$ cat config.mk
export PLATFORM = sky130hd
export DESIGN_NAME = resv_monitor
export DESIGN_NICKNAME = d
export VERILOG_FILES = /design/src/rtl/resv_pkg.sv /design/src/rtl/resv_decode.sv /design/src/rtl/resv_match.sv /design/src/rtl/resv_monitor.sv
export SDC_FILE = /design/constraint.sdc
export NUM_CORES = 1
export LEC_CHECK = 0
export BUFFER_PORTS_ARGS = -buffer_cell sky130_fd_sc_hd__buf_2
export CAP_MARGIN = 20
export CORE_MARGIN = 5
export CORE_UTILIZATION = 47
export CTS_CLUSTER_SIZE = 16
export DETAILED_ROUTE_END_ITERATION = 16
export GPL_ROUTABILITY_DRIVEN = 0
export PLACE_DENSITY = 0.79
export SLEW_MARGIN = 0
export SYNTH_ARGS = -nofsm -noshare
export SYNTH_HDL_FRONTEND = slang
export SYNTH_SLANG_ARGS = --single-unit
$ cat constraint.sdc
create_clock -name clk -period 1.9 [get_ports clk]
set_input_delay 0.19 -clock clk [delete_from_list [all_inputs] [get_ports clk]]
set_output_delay 0.19 -clock clk [all_outputs]
set_load 0.005 [all_outputs]
$ cat src/rtl/resv_pkg.sv
package resv_pkg;

    localparam int ADDR_W   = 32;
    localparam int OPC_W    = 6;
    localparam int WORD_LSB = 2;
    localparam int WADDR_W  = ADDR_W - WORD_LSB;

    localparam logic [OPC_W-1:0] OPC_LOAD_RESV  = 6'h1B;
    localparam logic [OPC_W-1:0] OPC_STORE_COND = 6'h33;
    localparam logic [OPC_W-1:0] OPC_STORE_W    = 6'h35;
    localparam logic [OPC_W-1:0] OPC_STORE_B    = 6'h36;
    localparam logic [OPC_W-1:0] OPC_STORE_H    = 6'h37;

    typedef enum logic [1:0] {
        MOP_NONE  = 2'd0,
        MOP_LRESV = 2'd1,
        MOP_SCOND = 2'd2,
        MOP_STORE = 2'd3
    } mop_e;

    typedef struct packed {
        logic               held;
        logic [WADDR_W-1:0] waddr;
    } resv_t;

    function automatic logic [WADDR_W-1:0] word_of(input logic [ADDR_W-1:0] a);
        return a[ADDR_W-1:WORD_LSB];
    endfunction

endpackage

$ cat src/rtl/resv_decode.sv
module resv_decode
    import resv_pkg::*;
#(
    parameter bit ATOMIC_OK = 1'b1
) (
    input  logic             valid,
    input  logic [OPC_W-1:0] opcode,
    output mop_e             mop
);
    always_comb begin
        mop = MOP_NONE;
        if (valid) begin
            unique case (opcode)
                OPC_STORE_W, OPC_STORE_B, OPC_STORE_H: mop = MOP_STORE;
                OPC_LOAD_RESV:  mop = ATOMIC_OK ? MOP_LRESV : MOP_NONE;
                OPC_STORE_COND: mop = ATOMIC_OK ? MOP_SCOND : MOP_NONE;
                default:        mop = MOP_NONE;
            endcase
        end
    end
endmodule

$ cat src/rtl/resv_match.sv
module resv_match
    import resv_pkg::*;
(
    input  logic               held,
    input  logic [WADDR_W-1:0] resv_waddr,
    input  logic [WADDR_W-1:0] op_waddr,
    output logic               hit
);
    assign hit = held && (resv_waddr == op_waddr);
endmodule

$ cat src/rtl/resv_monitor.sv
module resv_monitor
    import resv_pkg::*;
(
    input  logic              clk,
    input  logic              rst,
    input  logic              iss_valid,
    input  logic [OPC_W-1:0]  iss_opcode,
    input  logic [ADDR_W-1:0] iss_addr,
    input  logic              drn_valid,
    input  logic [OPC_W-1:0]  drn_opcode,
    input  logic [ADDR_W-1:0] drn_addr,
    output logic              sc_wr_en,
    output logic              flag_we,
    output logic              flag_val
);
    resv_t        resv_q, resv_d;
    mop_e         iss_mop, drn_mop;
    logic         drn_hit, iss_hit;
    logic         held_after_drain;
    logic         unused_lsbs;

    assign unused_lsbs = ^{iss_addr[WORD_LSB-1:0], drn_addr[WORD_LSB-1:0]};

    resv_decode #(.ATOMIC_OK(1'b1)) u_dec_iss (
        .valid (iss_valid), .opcode (iss_opcode), .mop (iss_mop)
    );
    resv_decode #(.ATOMIC_OK(1'b0)) u_dec_drn (
        .valid (drn_valid), .opcode (drn_opcode), .mop (drn_mop)
    );

    // Drain port is compared against the registered reservation.
    resv_match u_match_drn (
        .held (resv_q.held), .resv_waddr (resv_q.waddr),
        .op_waddr (word_of(drn_addr)), .hit (drn_hit)
    );

    // Drain clear is applied before the issue operation is judged.
    assign held_after_drain = resv_q.held && !(drn_mop == MOP_STORE && drn_hit);

    resv_match u_match_iss (
        .held (held_after_drain), .resv_waddr (resv_q.waddr),
        .op_waddr (word_of(iss_addr)), .hit (iss_hit)
    );

    always_comb begin
        flag_we  = (iss_mop == MOP_SCOND);
        flag_val = flag_we && iss_hit;
        sc_wr_en = flag_val;
    end

    always_comb begin
        resv_d      = resv_q;
        resv_d.held = held_after_drain;
        unique case (iss_mop)
            MOP_LRESV: begin
                resv_d.held  = 1'b1;
                resv_d.waddr = word_of(iss_addr);
            end
            MOP_SCOND: resv_d.held = 1'b0;
            MOP_STORE: if (iss_hit) resv_d.held = 1'b0;
            default: ;
        endcase
    end

    always_ff @(posedge clk) begin
        if (rst) begin
            resv_q <= '0;
        end else begin
            resv_q <= resv_d;
        end
    end

    // a write enable only accompanies a successful flag update
    a_r5_wr_needs_success: assert property (@(posedge clk) disable iff (rst)
        sc_wr_en |-> (flag_we && flag_val));

    // idle outputs without a valid conditional store opcode
    a_r9_idle_outputs: assert property (@(posedge clk) disable iff (rst)
        !(iss_valid && iss_opcode == OPC_STORE_COND) |-> (!flag_we && !sc_wr_en));

    // reserving load leaves a held reservation on its word
    a_r3_load_sets: assert property (@(posedge clk) disable iff (rst)
        (iss_valid && iss_opcode == OPC_LOAD_RESV) |=>
            (resv_q.held && resv_q.waddr == $past(iss_addr[ADDR_W-1:WORD_LSB])));

    // any conditional store leaves no reservation
    a_r6_sc_clears: assert property (@(posedge clk) disable iff (rst)
        (iss_valid && iss_opcode == OPC_STORE_COND) |=> !resv_q.held);

    // a hitting drain store clears unless a reserving load arrives with it
    a_r7_drain_clears: assert property (@(posedge clk) disable iff (rst)
        (drn_mop == MOP_STORE && drn_hit && iss_mop != MOP_LRESV) |=> !resv_q.held);

    // first cycle out of reset holds nothing
    a_r2_reset_empty: assert property (@(posedge clk)
        $past(rst) |-> !resv_q.held);

endmodule

# Yosys cells after proc, flatten, opt, wreduce, memory -nomap -nowiden
# Index checks and enable logic that the tools add are counted.
[totals]
ff_bits = 31
out_inout_bits = 3
[classes]
eq_ne = 14
muxes = 6
reduce_logical = 8
[ops]
columns = ["op", "n"]
rows = [
  ["$eq A30 B30 Y1", 2],
  ["$eq A6 B6 Y1 const B", 7],
  ["$eq A2 B2 Y1 const B", 3],
  ["$eq A6 B5 Y1 const B", 1],
  ["$mux W2", 3],
  ["$pmux W2 S3", 1],
  ["$reduce_or A3 Y1", 2],
  ["$logic_and A1 B1 Y1", 5],
  ["$pmux W1 S3", 1],
  ["$eq A2 B1 Y1 const B", 1],
  ["$logic_not A1 Y1", 1],
  ["$mux W1", 1],
]

# Logic depth before layout (Yosys ltp)
# Gate-level depths: netlist of the first run.
[logic_depth]
ltp_word = 11
depth_mapped = 8
ltp_nobuf = 6

# Modules after synthesis
# From an unflattened synthesis of the first run, not the netlist that was laid out.
[unflattened]
hier_cells = 234
area_unflattened_um2 = 1868.0
[modules_own_cells]
columns = ["mod", "instances", "cells_each", "area_each_um2"]
rows = [
  ["resv_monitor", 1, 141, 1117.3],
  ["resv_match", 2, 40, 332.8],
  ["resv_decode (u_dec_iss)", 1, 9, 60.1],
  ["resv_decode (u_dec_drn)", 1, 4, 25.0],
]

# Worst setup path after synthesis of the first run
# OpenSTA, ideal clock, no wires.
[synth_path]
path_type = "input to output"
start = "input iss_opcode[5]"
end = "output sc_wr_en"
arrival_time_ns = 1.533
path_slack_ns = 0.177
cell_stages = 6
n_path_buf = 1
path_cell_list = "nor2b_2 -> a32o_1 -> a32oi_1 -> and2b_2 -> nor4b_1 -> buf_4"
[synth_via]
elab_chain_len = 6
word_cells_on_any_way = 10
classes_between = "eq/ne (6); mux (2); reduce/logical (2)"
[synth_lines]
columns = ["element", "line", "text"]
rows = [
  ["start: declaration", "resv_monitor.sv:7", "input logic [OPC_W-1:0] iss_opcode,"],
  ["$eq A6 B6 Y1", "resv_decode.sv:13", "unique case (opcode)"],
  ["$reduce_or A3 Y1", "resv_decode.sv:13", ""],
  ["$pmux W2 S3 *", "resv_decode.sv:13", ""],
  ["$mux W2 *", "resv_decode.sv:12", "if (valid) begin"],
  ["$eq A2 B2 Y1 *", "resv_monitor.sv:46", "flag_we = (iss_mop == MOP_SCOND);"],
  ["$logic_and A1 B1 Y1 *", "resv_monitor.sv:47", "flag_val = flag_we && iss_hit;"],
  ["end: declaration", "resv_monitor.sv:12", "output logic sc_wr_en,"],
]
# Every way passes the cells marked *; elsewhere a longest branch is shown, timed or not.

# Worst setup path in the final report of the first run
[layout_path]
start = "register resv_q[16] (netlist bit)"
end = "output sc_wr_en"
[layout_via]
elab_chain_len = 7
word_cells_on_any_way = 8
classes_between = "eq/ne (2); reduce/logical (6)"
[layout_lines]
columns = ["element", "line", "text"]
rows = [
  ["start: declaration", "resv_monitor.sv:16", "resv_t resv_q, resv_d;"],
  ["start signal: assignment", "resv_monitor.sv:69", "resv_q <= resv_d;"],
  ["$eq A30 B30 Y1", "resv_match.sv:9", "assign hit = held && (resv_waddr == op_waddr);"],
  ["$logic_and A1 B1 Y1", "resv_match.sv:9", ""],
  ["$logic_and A1 B1 Y1", "resv_monitor.sv:38", "assign held_after_drain = resv_q.held && !(drn_mop == MOP_STORE && drn_hit);"],
  ["$logic_not A1 Y1", "resv_monitor.sv:38", ""],
  ["$logic_and A1 B1 Y1", "resv_monitor.sv:38", ""],
  ["$logic_and A1 B1 Y1 *", "resv_match.sv:9", ""],
  ["$logic_and A1 B1 Y1 *", "resv_monitor.sv:47", ""],
]
# Marked as above.

==> summary.txt, run 1 <==
Timing
  • Final setup viols: 2
  • F_max: 484 MHz
  • Worst-case headroom to the max-slew limit: 62.1%
  • Setup skew after layout: 0.00298 ns
  • Tcrit/Tclk final: 109%
  • Setup repair after global routing missed its margin: yes
  • Fin. max-slew vios: 0
  • Minimum hold slack: 0.173 ns
  • Final Critical Period: 2.07 ns
  • Hold violation total from the final report: 0
  • Actual transition at the worst max-transition pin: 0.569 ns
  • Setup slack after layout: -0.168 ns

Power
  • Net switching share of the total power: 25.1%
  • Logic gate share of total power: 16.8%
  • Part of the total power dissipated in sequential elements: 48.4%
  • Clk network pwr share: 34.9%
  • Int Pwr: 1.04 mW
  • Total net switching power: 349 uW
  • Worst-case vdd ir drop: 0.335 mV
  • Ratio of total power to cell area: 573 mW/mm2
  • Static power due to leakage: 1.05 nW

GRT
  • Pin count of the biggest net entering global routing: 32
  • Total track usage: 17.3%
  • Via count of the first global-routing pass: 1621
  • Grt ovf: 0
  • Global-route wire length before repair: 7110 um
  • Number of antenna violations at the first check in global routing: 0

Drt
  • DRC violations left: 0
  • Number of antenna-violating nets in the routed design: 0
  • Routed WL: 4620 um
  • Number of iterations in the first detailed-routing pass: 4
  • Routed len/inst: 14.1 um
  • Via density: 5.00
  • Vias post-DR: 1639
  • DR iter-0 viols: 68

Clocking
  • Number of buffers created by CTS: 5
  • Clock buffer depth: 2
  • Max H-tree Level: 2
  • Clk_lat worst skew: 0.28 ns
  • Clock tree from TritonCTS: yes
  • Number of sinks on the clock net: 31
  • Clock-pin slew reported for the worst setup and hold paths after clock tree synthesis: 0.06 ns
  • Root cell of the clock tree: clkbuf_8
  • Post-CTS Hold Buffers: 0

Floorplan
  • Die Span X: 73.5 um
  • I/O pin count: 83
  • Initial Utilization: 48.1%
  • Placeable core region: 0.00394 mm2
  • Number of standard-cell rows in the floorplan: 23
  • Vertical die dimension: 73.5 um
  • Area of the die: 0.00541 mm2

Finish
  • Final #Nets: 357
  • Biggest regs: resv_q x31
  • Largest reg by FF count: resv_q
  • Max reg flops: 31
  • Share of layout cells above drive strength 1: 38.1%
  • Final antenna diode count: 0
  • Summed area of non-filler cells in the final layout: 0.00243 mm2
  • Signed area change from the synthesized netlist to the final layout: 28.0%

Synthesis
  • Library cell with the highest instance count after synthesis: xor2_1
  • Total of flip-flops plus latches after synthesis: 31
  • Most area-consuming cells after synthesis: dfxtp_1 (33%), xor2_1 (18%), mux2i_1 (16%), xnor2_1 (9.2%), nor2_1 (6.3%)
  • Summed instance area of the synthesized netlist: 0.00190 mm2
  • Proportion of register bits with asynchronous set or reset after synthesis: 0%
  • Post-synthesis cell type with the largest combined area: dfxtp_1
  • Top FF cell, synth: dfxtp_1
  • Count of different cell masters after synthesis: 26
  • Leading cell types by count after synthesis: xor2_1 (40), nor2_1 (32), dfxtp_1 (31), mux2i_1 (30), xnor2_1 (20)
  • Synthesized Nets: 277
  • Number of flops mapped to enable cells by yosys: 0
  • Average instance area after synthesis: 9.63 um2
  • Number of warnings reported in the yosys synthesis log: 0
  • Number of instances in the synthesized netlist: 197
  • Fraction of the yosys area taken by sequential cells: 32.7%
  • Post-synth top area share: 32.7%

Worst setup path
  • Launching element type of the critical path: register
  • WP data arrival: 1.88 ns
  • CP Class: register to output pin
  • Setup crit end kind: output pin
  • Critical path data required time: 1.71 ns
  • CP max stage delay: 0.41 ns
  • CP max stage cell: nor4_1
  • Sequence of cells on the critical path: xor2_1, nor4_1, nand4_1, o21a_1, nor4b_2, buf_2
  • Largest delay share family, worst path: simple AND/OR/NAND/NOR gates
  • Largest fanout of any net on the critical path: 3
  • Buffers plus inverters on the worst setup path: 1

Job
  • Max-cap violation count: 0

Placed design
  • HPWL reported at the end of detailed placement: 3550 um
  • Area of placed instances: 0.00228 mm2
  • I/O Buffers: 78

Min path
  • Hold Crit Class: input pin to register

Status
  • Violations in the final reports: setup timing
  • Status: complete, but fails checks
-- power by group through the flow --
stage,Combinational [mW],Sequential (mW),Clock (mW)
after CTS,0.233,0.673,0.500
after global routing,0.256,0.673,0.532
after global placement,0.225,0.686,0
after floorplan,0.114,0.685,0
after detailed placement,0.228,0.687,0
final,0.233,0.672,0.485
-- cell usage in the layout, fill, tap and decap left out --
cell type,n
nand4b_1,1
nor4b_2,1
buf_2,78
dfxtp_1,20
dfxtp_4,1
mux2i_1,30
buf_4,2
nor4_2,2
buf_12,1
clkbuf_8,5
nor4_1,9
a32o_1,1
clkinv_2,1
clkbuf_1,2
nand4_1,9
nand2_1,1
o21ai_0,1
and2b_2,1
xnor2_2,2
nand3_1,2
a31oi_1,1
nor2b_2,1
o21a_1,1
nor3_1,1
xnor2_1,18
dfxtp_2,10
maj3_1,1
and4b_2,1
nor2_1,32
inv_1,1
a32oi_1,1
xor2_1,40
-- metal layers --
metal | routed length (um) | up-vias | global-route usage (%)
li1 | - | 836 | -
met1 | 1900 | 738 | 20.7
met2 | 2280 | 55 | 29.2
met3 | 358 | 10 | 5.34
met4 | 78 | 0 | 5.84
met5 | 0 | - | 0
-- tightest hold or removal path: stages --
cell and delay, ns:
buf_2 0.09, mux2i_1 0.06, nor2_1 0.07
-- timing repair --
action | in CTS | in global routing
setup buffers | 1 | 1
resized for setup | 11 | 6
setup endpoints to repair | 2 | 2
pin swaps | 4 | 4
-- path summary, 6_finish.rpt --
path | start | to | slack, ns | cells after the start
worst min register to register | resv_q[27]$_SDFFE_PP0N_ | resv_q[27]$_SDFFE_PP0N_ | 0.53 | 2
worst max register to register | resv_q[21]$_SDFFE_PP0N_ | resv_q[30]$_SDFF_PP0_ | 0.21 | 8
worst min-delay path | iss_addr[2] | resv_q[0]$_SDFFE_PP0N_ | 0.17 | 3
worst max-delay path | resv_q[16]$_SDFFE_PP0N_ | sc_wr_en | -0.17 | 6
-- area by class of cell --
class	instances	area, um2
clock inverter	1	5.00
timing repair buffer	81	425
inverter	1	3.75
clock buffer	7	76.3
multi-input combinational	157	1220
fill	339	1520
tap	50	62.6
sequential	31	637
-- per-stage QoR --
stage	setup TNS [ns]	setup WS [ns]	power, mW	util (%)	cells
2_1_floorplan	0	0.177	0.799	-	197
3_3_place_gp	0	0.0453	0.910	57.9	318
3_5_place_dp	-0.0323	-0.0166	0.914	57.9	318
4_1_cts	-0.426	-0.213	1.41	61.0	327
5_1_grt	-0.584	-0.295	1.46	61.6	328
6_report	-0.335	-0.168	1.39	61.6	328
-- cell families after synthesis --
logic type                 share of synthesized area, %
AOI/OAI and AO/OA                                  1.98
xor gates and xnor gates                           27.7
adders and majority gates                         0.528
buffers and inverters                              4.95
DFF                                                32.7
muxes                                              15.8
and+or+nand+nor                                    16.3
No activity file was read; power rests on OpenSTA's default activity.
==> inputs of run 2 (changes only) <==
--- a/config.mk
+++ b/config.mk
@@ -7,12 +7,12 @@
 export LEC_CHECK = 0
 export BUFFER_PORTS_ARGS = -buffer_cell sky130_fd_sc_hd__buf_2
 export CAP_MARGIN = 20
-export CORE_MARGIN = 5
 export CORE_UTILIZATION = 47
 export CTS_CLUSTER_SIZE = 16
 export DETAILED_ROUTE_END_ITERATION = 16
 export GPL_ROUTABILITY_DRIVEN = 0
 export PLACE_DENSITY = 0.79
+export SETUP_SLACK_MARGIN = 0.2
 export SLEW_MARGIN = 0
 export SYNTH_ARGS = -nofsm -noshare
 export SYNTH_HDL_FRONTEND = slang
==> summary.txt, run 2 (same netlist as run 1, synthesis figures left out) <==
Placed design
  • Area of placed instances: 0.00228 mm2 (+0.16%)
  • I/O Buffers: 78 (unchanged)
  • HPWL reported at the end of detailed placement: 3160 um (-11%)
  • Setup slack after placement: 0.112 ns (+0.129 ns)

Timing
  • Actual transition at the worst max-transition pin: 0.561 ns (-0.00817 ns)
  • Setup repair after global routing missed its margin: yes
  • Setup skew after layout: 0.00304 ns (+0.0000549 ns)
  • F_max: 490 MHz (+1.3%)
  • Tcrit/Tclk final: 107% (-1.4 points)
  • Setup slack after layout: -0.142 ns (+0.0257 ns)
  • Worst-case headroom to the max-slew limit: 62.6% (+0.54 points)
  • Final setup viols: 2 (unchanged)
  • Final Critical Period: 2.04 ns (-0.0257 ns)
  • Fin. max-slew vios: 0 (unchanged)
  • Hold violation total from the final report: 0 (unchanged)

Drt
  • Routed WL: 4240 um (-8.1%)
  • DR iter-0 viols: 50 (-26%)
  • Via density: 5.06 (+1.2%)
  • Vias post-DR: 1644 (+0.31%)
  • Number of iterations in the first detailed-routing pass: 4 (unchanged)
  • Number of antenna-violating nets in the routed design: 0 (unchanged)
  • Routed len/inst: 13.1 um (-7.2%)
  • DRC violations left: 0 (unchanged)

Worst setup path
  • Setup crit end kind: output pin
  • Launching element type of the critical path: register
  • Critical path data required time: 1.71 ns (about the same)
  • Largest fanout of any net on the critical path: 3 (unchanged)
  • WP data arrival: 1.85 ns (-0.03 ns)
  • Register-to-register setup slack: 0.36 ns (+0.15 ns)
  • CP Class: register to output pin

Finish
  • Share of layout cells above drive strength 1: 39.4% (+1.2 points)
  • Leading cell type in the layout, fill and taps excluded: buf_2
  • Final #Nets: 356 (-0.28%)
  • Most frequent cells in the layout: buf_2 (78), xor2_1 (40), nor2_1 (32), mux2i_1 (30), dfxtp_1 (23)
  • Biggest regs: resv_q x31
  • Summed area of non-filler cells in the final layout: 0.00248 mm2 (+2.0%)
  • Largest reg by FF count: resv_q
  • Max reg flops: 31 (unchanged)
  • Signed area change from the synthesized netlist to the final layout: 30.5%
  • Final antenna diode count: 0 (unchanged)

Floorplan
  • I/O pin count: 83 (unchanged)
  • Initial Utilization: 50.3% (+2.2 points)
  • Placeable core region: 0.00377 mm2 (-4.3%)
  • Vertical die dimension: 65.5 um (-11%)
  • Die Span X: 65.5 um (-11%)
  • Number of standard-cell rows in the floorplan: 22 (-4.3%)
  • Area of the die: 0.00429 mm2 (-21%)

GRT
  • Pin count of the biggest net entering global routing: 32 (unchanged)
  • Total track usage: 20.6% (+3.3 points)
  • Number of antenna violations at the first check in global routing: 0 (unchanged)
  • Grt ovf: 0 (unchanged)
  • Global-route wire length before repair: 6520 um (-8.3%)
  • Via count of the first global-routing pass: 1558 (-3.9%)

Status
  • Status: complete, but fails checks
  • Violations in the final reports: setup timing

Job
  • Max-cap violation count: 0 (unchanged)

Clocking
  • Clk_lat worst skew: 0.28 ns (about the same)
  • Clock-pin slew reported for the worst setup and hold paths after clock tree synthesis: 0.06 ns (about the same)
  • Clock tree from TritonCTS: yes
  • Clock buffer depth: 2 (unchanged)
  • Number of buffers created by CTS: 5 (unchanged)
  • Number of sinks on the clock net: 31 (unchanged)
  • Post-CTS Hold Buffers: 0 (unchanged)
  • Root cell of the clock tree: clkbuf_8
  • Max H-tree Level: 2 (unchanged)

Power
  • Static power due to leakage: 1.07 nW (+1.9%)
  • Ratio of total power to cell area: 594 mW/mm2 (+3.8%)
  • Tot Pwr: 1.47 mW (+5.9%)
  • Worst-case vdd ir drop: 0.271 mV (-19%)

Min path
  • Hold Crit Class: input pin to register
-- run 2: cell count changes in the layout (fill, tap and decap cells not counted), moves of 2 or more --
cell / before / now
clkbuf_8: 5 / 7
dfxtp_1: 20 / 23
dfxtp_2: 10 / 6
nor4_1: 9 / 6
nor4_2: 2 / 5
xnor2_1: 18 / 15
xnor2_2: 2 / 5
-- run 2: what timing repair did --
| action | in CTS | in global routing |
|---|---|---|
| pin swaps | 1 | 1 |
| setup buffers | 0 | 1 |
| setup endpoints to repair | 2 | 2 |
| resized for setup | 12 | 8 |
-- run 2: critical path: stages, from the launching register on --
cell	delay [ns]
dfxtp_4	0.36
xnor2_2	0.14
nand4_1	0.16
nor4_2	0.30
nand4_1	0.18
nor4b_2	0.28
buf_2	0.16
-- run 2: per-layer routing --
metal	vias up	GRT usage (%)	routed length, um	share of wire, %
met3	7	7.64	333	7.8
met1	742	21.3	1710	40
met4	0	7.34	52	1.2
met2	57	37.6	2150	51
li1	838	-	-	-
met5	-	0	0	0
-- run 2: area by class of cell --
class	instances	area, um2
sequential	31	636
clock buffer	8	100
inverter	1	3.75
multi-input combinational	157	1260
tap	48	60.1
timing repair buffer	80	418
fill	329	1290
-- run 2: path summary, 6_finish.rpt --
kind         cells after the start                      end                     from
min reg2reg                      2  resv_q[16]$_SDFFE_PP0N_  resv_q[16]$_SDFFE_PP0N_
max reg2reg                      6    resv_q[30]$_SDFF_PP0_   resv_q[6]$_SDFFE_PP0N_
max                              6                 sc_wr_en   resv_q[6]$_SDFFE_PP0N_
min                              3  resv_q[27]$_SDFFE_PP0N_             iss_addr[29]
-- run 2: through the flow --
stage	hold slack, ns	util [%]	cells	setup TNS [ns]
5_1_grt	0.172	65.7	325	-0.565
2_1_floorplan	0.259	-	197	0
3_5_place_dp	0.461	60.6	316	0
4_1_cts	0.168	64.2	324	-0.290
6_report	0.171	65.7	325	-0.284
3_3_place_gp	0.450	60.6	316	0
-- run 2: where the power goes --
part	total, mW	internal [mW]	leakage [nW]	switching (mW)
clock	0.559	0.330	0.0515	0.229
sequential	0.671	0.659	0.255	0.0115
combinational	0.242	0.128	0.763	0.114
total	1.47	1.12	1.07	0.354
==> inputs of run 3 (changes only) <==
--- a/config.mk
+++ b/config.mk
@@ -8,12 +8,13 @@
 export BUFFER_PORTS_ARGS = -buffer_cell sky130_fd_sc_hd__buf_2
 export CAP_MARGIN = 20
 export CORE_UTILIZATION = 47
-export CTS_CLUSTER_SIZE = 16
+export CTS_CLUSTER_SIZE = 20
 export DETAILED_ROUTE_END_ITERATION = 16
 export GPL_ROUTABILITY_DRIVEN = 0
-export PLACE_DENSITY = 0.79
+export PLACE_DENSITY = 0.8
 export SETUP_SLACK_MARGIN = 0.2
 export SLEW_MARGIN = 0
 export SYNTH_ARGS = -nofsm -noshare
 export SYNTH_HDL_FRONTEND = slang
+export SYNTH_HIERARCHICAL = 1
 export SYNTH_SLANG_ARGS = --single-unit
==> summary.txt, run 3 <==
Power
  • Static power due to leakage: 1.10 nW (+3.0%)
  • Ratio of total power to cell area: 587 mW/mm2 (-1.3%)
  • Worst-case vdd ir drop: 0.438 mV (+62%)

Synthesis
  • Average instance area after synthesis: 7.98 um2 (-17%)
  • Count of different cell masters after synthesis: 24 (-7.7%)
  • Top FF cell, synth: dfxtp_1
  • Synthesized Nets: 314 (+13%)
  • Proportion of register bits with asynchronous set or reset after synthesis: 0% (unchanged)
  • Post-synthesis cell type with the largest combined area: dfxtp_1
  • Leading cell types by count after synthesis: nand2_1 (62), xnor2_1 (52), a21oi_1 (32), dfxtp_1 (31), nand4_1 (14)
  • Total of flip-flops plus latches after synthesis: 31 (unchanged)
  • Post-synth top area share: 33.2% (+0.50 points)
  • Number of warnings reported in the yosys synthesis log: 6 (+6)
  • Summed instance area of the synthesized netlist: 0.00187 mm2 (-1.5%)
  • Number of instances in the synthesized netlist: 234 (+19%)
  • Most area-consuming cells after synthesis: dfxtp_1 (33%), xnor2_1 (24%), nand2_1 (12%), a21oi_1 (8.6%), nand4_1 (4.7%)
  • Fraction of the yosys area taken by sequential cells: 33.2% (+0.50 points)
  • Number of flops mapped to enable cells by yosys: 0 (unchanged)
  • Library cell with the highest instance count after synthesis: nand2_1

Worst setup path
  • Launching element type of the critical path: register
  • Worst r2r path cells: 13 (+7)
  • Terminus of the critical flop-to-flop path: resv_q[30]$_SDFF_PP0_
  • Critical path data required time: 1.71 ns (about the same)
  • WP data arrival: 2.38 ns (+0.53 ns)
  • Setup crit end kind: output pin
  • Reg-to-reg critical path startpoint: resv_q[2]$_SDFFE_PP0P_
  • CP Class: register to output pin
  • CP max stage cell: or4_4
  • Largest fanout of any net on the critical path: 2 (-1)
  • Register-to-register setup slack: -0.47 ns (-0.83 ns)
  • CP max stage delay: 0.55 ns (+0.19 ns)
  • Sequence of cells on the critical path: xnor2_2, nand4_1, or4_4, nor4_4, nand3_1, and2_1, nand4_1, or4_4, nor4_4, and2_1, buf_2

Drt
  • DR iter-0 viols: 71 (+42%)
  • Via density: 4.96 (-1.9%)
  • Number of iterations in the first detailed-routing pass: 7 (+3)
  • DRC violations left: 0 (unchanged)
  • Vias post-DR: 1940 (+18%)
  • Routed len/inst: 12.5 um (-4.3%)
  • Number of antenna-violating nets in the routed design: 0 (unchanged)
  • Routed WL: 4890 um (+15%)

Clocking
  • Number of buffers created by CTS: 5 (unchanged)
  • Clock-pin slew reported for the worst setup and hold paths after clock tree synthesis: 0.07 ns (about the same)
  • Post-CTS Hold Buffers: 0 (unchanged)
  • Number of sinks on the clock net: 31 (unchanged)
  • Clk_lat worst skew: 0.28 ns (about the same)
  • Root cell of the clock tree: clkbuf_8
  • Clock tree from TritonCTS: yes
  • Clock buffer depth: 2 (unchanged)
  • Max H-tree Level: 2 (unchanged)

Placed design
  • HPWL reported at the end of detailed placement: 3610 um (+14%)
  • I/O Buffers: 78 (unchanged)
  • Setup slack after placement: -0.377 ns (-0.489 ns)

Min path
  • Hold Crit Class: input pin to register
  • Beginning of the worst hold path: iss_addr[17]
  • Cell depth of the worst hold path: 3 (unchanged)
  • Hold path endpoint: resv_q[15]$_SDFFE_PP0P_

Finish
  • Most frequent cells in the layout: buf_2 (78), nand2_1 (62), xnor2_1 (48), buf_4 (33), a21oi_1 (32)
  • FILL cells: 289 (-12%)
  • Leading cell type in the layout, fill and taps excluded: buf_2
  • Signed area change from the synthesized netlist to the final layout: 45.9%
  • Max reg flops: 31 (unchanged)
  • Biggest regs: resv_q x31
  • Final #Nets: 422 (+19%)
  • Share of layout cells above drive strength 1: 42.9% (+3.5 points)
  • Final antenna diode count: 0 (unchanged)
  • Largest reg by FF count: resv_q

GRT
  • Global-route wire length before repair: 7530 um (+16%)
  • Via count of the first global-routing pass: 1797 (+15%)
  • Pin count of the biggest net entering global routing: 32 (unchanged)
  • Number of antenna violations at the first check in global routing: 0 (unchanged)
  • Total track usage: 23.5% (+2.9 points)
  • Grt ovf: 0 (unchanged)

Timing
  • Setup repair after global routing missed its margin: yes
  • Tcrit/Tclk final: 135% (+28 points)
  • Actual transition at the worst max-transition pin: 0.601 ns (+0.0401 ns)
  • Worst-case headroom to the max-slew limit: 59.9% (-2.7 points)
  • Fin. max-slew vios: 0 (unchanged)
  • F_max: 389 MHz (-21%)
  • Hold violation total from the final report: 0 (unchanged)
  • Setup skew after layout: 0.00354 ns (+0.000504 ns)
  • Final Critical Period: 2.57 ns (+0.531 ns)
  • Minimum hold slack: 0.144 ns (-0.0272 ns)
  • Setup slack after layout: -0.673 ns (-0.531 ns)
  • Final setup viols: 3 (+1)

Status
  • Violations in the final reports: setup timing
  • Status: complete, but fails checks

Floorplan
  • Vertical die dimension: 65.0 um (-0.73%)
  • Die Span X: 65.0 um (-0.73%)
  • I/O pin count: 83 (unchanged)
  • Placeable core region: 0.00374 mm2 (-0.73%)
  • Initial Utilization: 49.9% (-0.40 points)
  • Number of standard-cell rows in the floorplan: 22 (unchanged)
  • Area of the die: 0.00423 mm2 (-1.5%)

Job
  • Max-cap violation count: 0 (unchanged)
## run 3: cell count changes after synthesis, moves of 29 or more
cell	delta
nand2_1	+61
a21oi_1	+32
xnor2_1	+32
xor2_1	-32
mux2i_1	-30
nor2_1	-29
## run 3: layer usage
| metal | GRT usage, % | part of all wire (%) |
|---|---|---|
| met5 | 0 | 0 |
| met3 | 6.34 | 6.0 |
| met2 | 43.1 | 51 |
| met4 | 7.88 | 1.8 |
| met1 | 25.7 | 41 |
## run 3: repair_timing
item	in CTS	in global routing
setup buffers	2	1
endpoints found under the hold margin	0	0
pin swaps	3	2
setup endpoints to repair	3	3
resized for setup	0	12
## run 3: layout make-up
class | count | area (um2) | area share, %
multi-input cells | 191 | 1240 | 45.6
inverters | 1 | 3.75 | 0.138
flip-flops and latches | 31 | 642 | 23.6
clock buffers | 6 | 82.6 | 3.03
clock inverters | 2 | 35.0 | 1.29
well taps | 48 | 60.1 | 2.20
repair buffers | 112 | 658 | 24.2
## run 3: stage by stage
stage,util [%],std cells,instance area [um2],TNS (ns),power (mW)
final,72.8,391,2730,-1.81,1.60
after global routing,72.8,391,2730,-2.13,1.66
after CTS,70.6,390,2640,-1.80,1.59
after detailed placement,67.1,380,2510,-1.08,0.918
after global placement,67.1,380,2510,-1.05,0.913
after floorplan,-,234,1890,-0.387,0.789
## run 3: kinds of logic after synthesis
| group | share of synthesized area, % |
|---|---|
| flip-flops | 33.2 |
| buffers and inverters | 4.02 |
| AO/OA/AOI/OAI | 10.1 |
| XOR/XNOR | 28.1 |
| AND/OR/NAND/NOR | 24.5 |
## run 3: worst max-delay path by stage
stage | startpoint | end | cells past startpoint
after CTS | resv_q[28]$_SDFFE_PP0P_ | flag_val | 11
final | resv_q[2]$_SDFFE_PP0P_ | flag_val | 11
after detailed placement | drn_addr[13] | flag_val | 12
after global routing | resv_q[2]$_SDFFE_PP0P_ | flag_val | 11
after floorplan | resv_q[2]$_SDFFE_PP0P_ | sc_wr_en | 11
after global placement | drn_addr[13] | sc_wr_en | 12
## run 3: worst max-delay path: cells and delay by family (launching register included)
family        cells  cell delay (ns)
xor+xnor          1             0.10
simple gates      9             1.52
buf+inv           1             0.12
flops             1             0.35
## run 3: report_power, final
group	leakage (nW)	total, mW	switching, mW	internal (mW)
clock	0.0612	0.685	0.261	0.424
combinational	0.783	0.248	0.113	0.135
sequential	0.258	0.665	0.00709	0.658
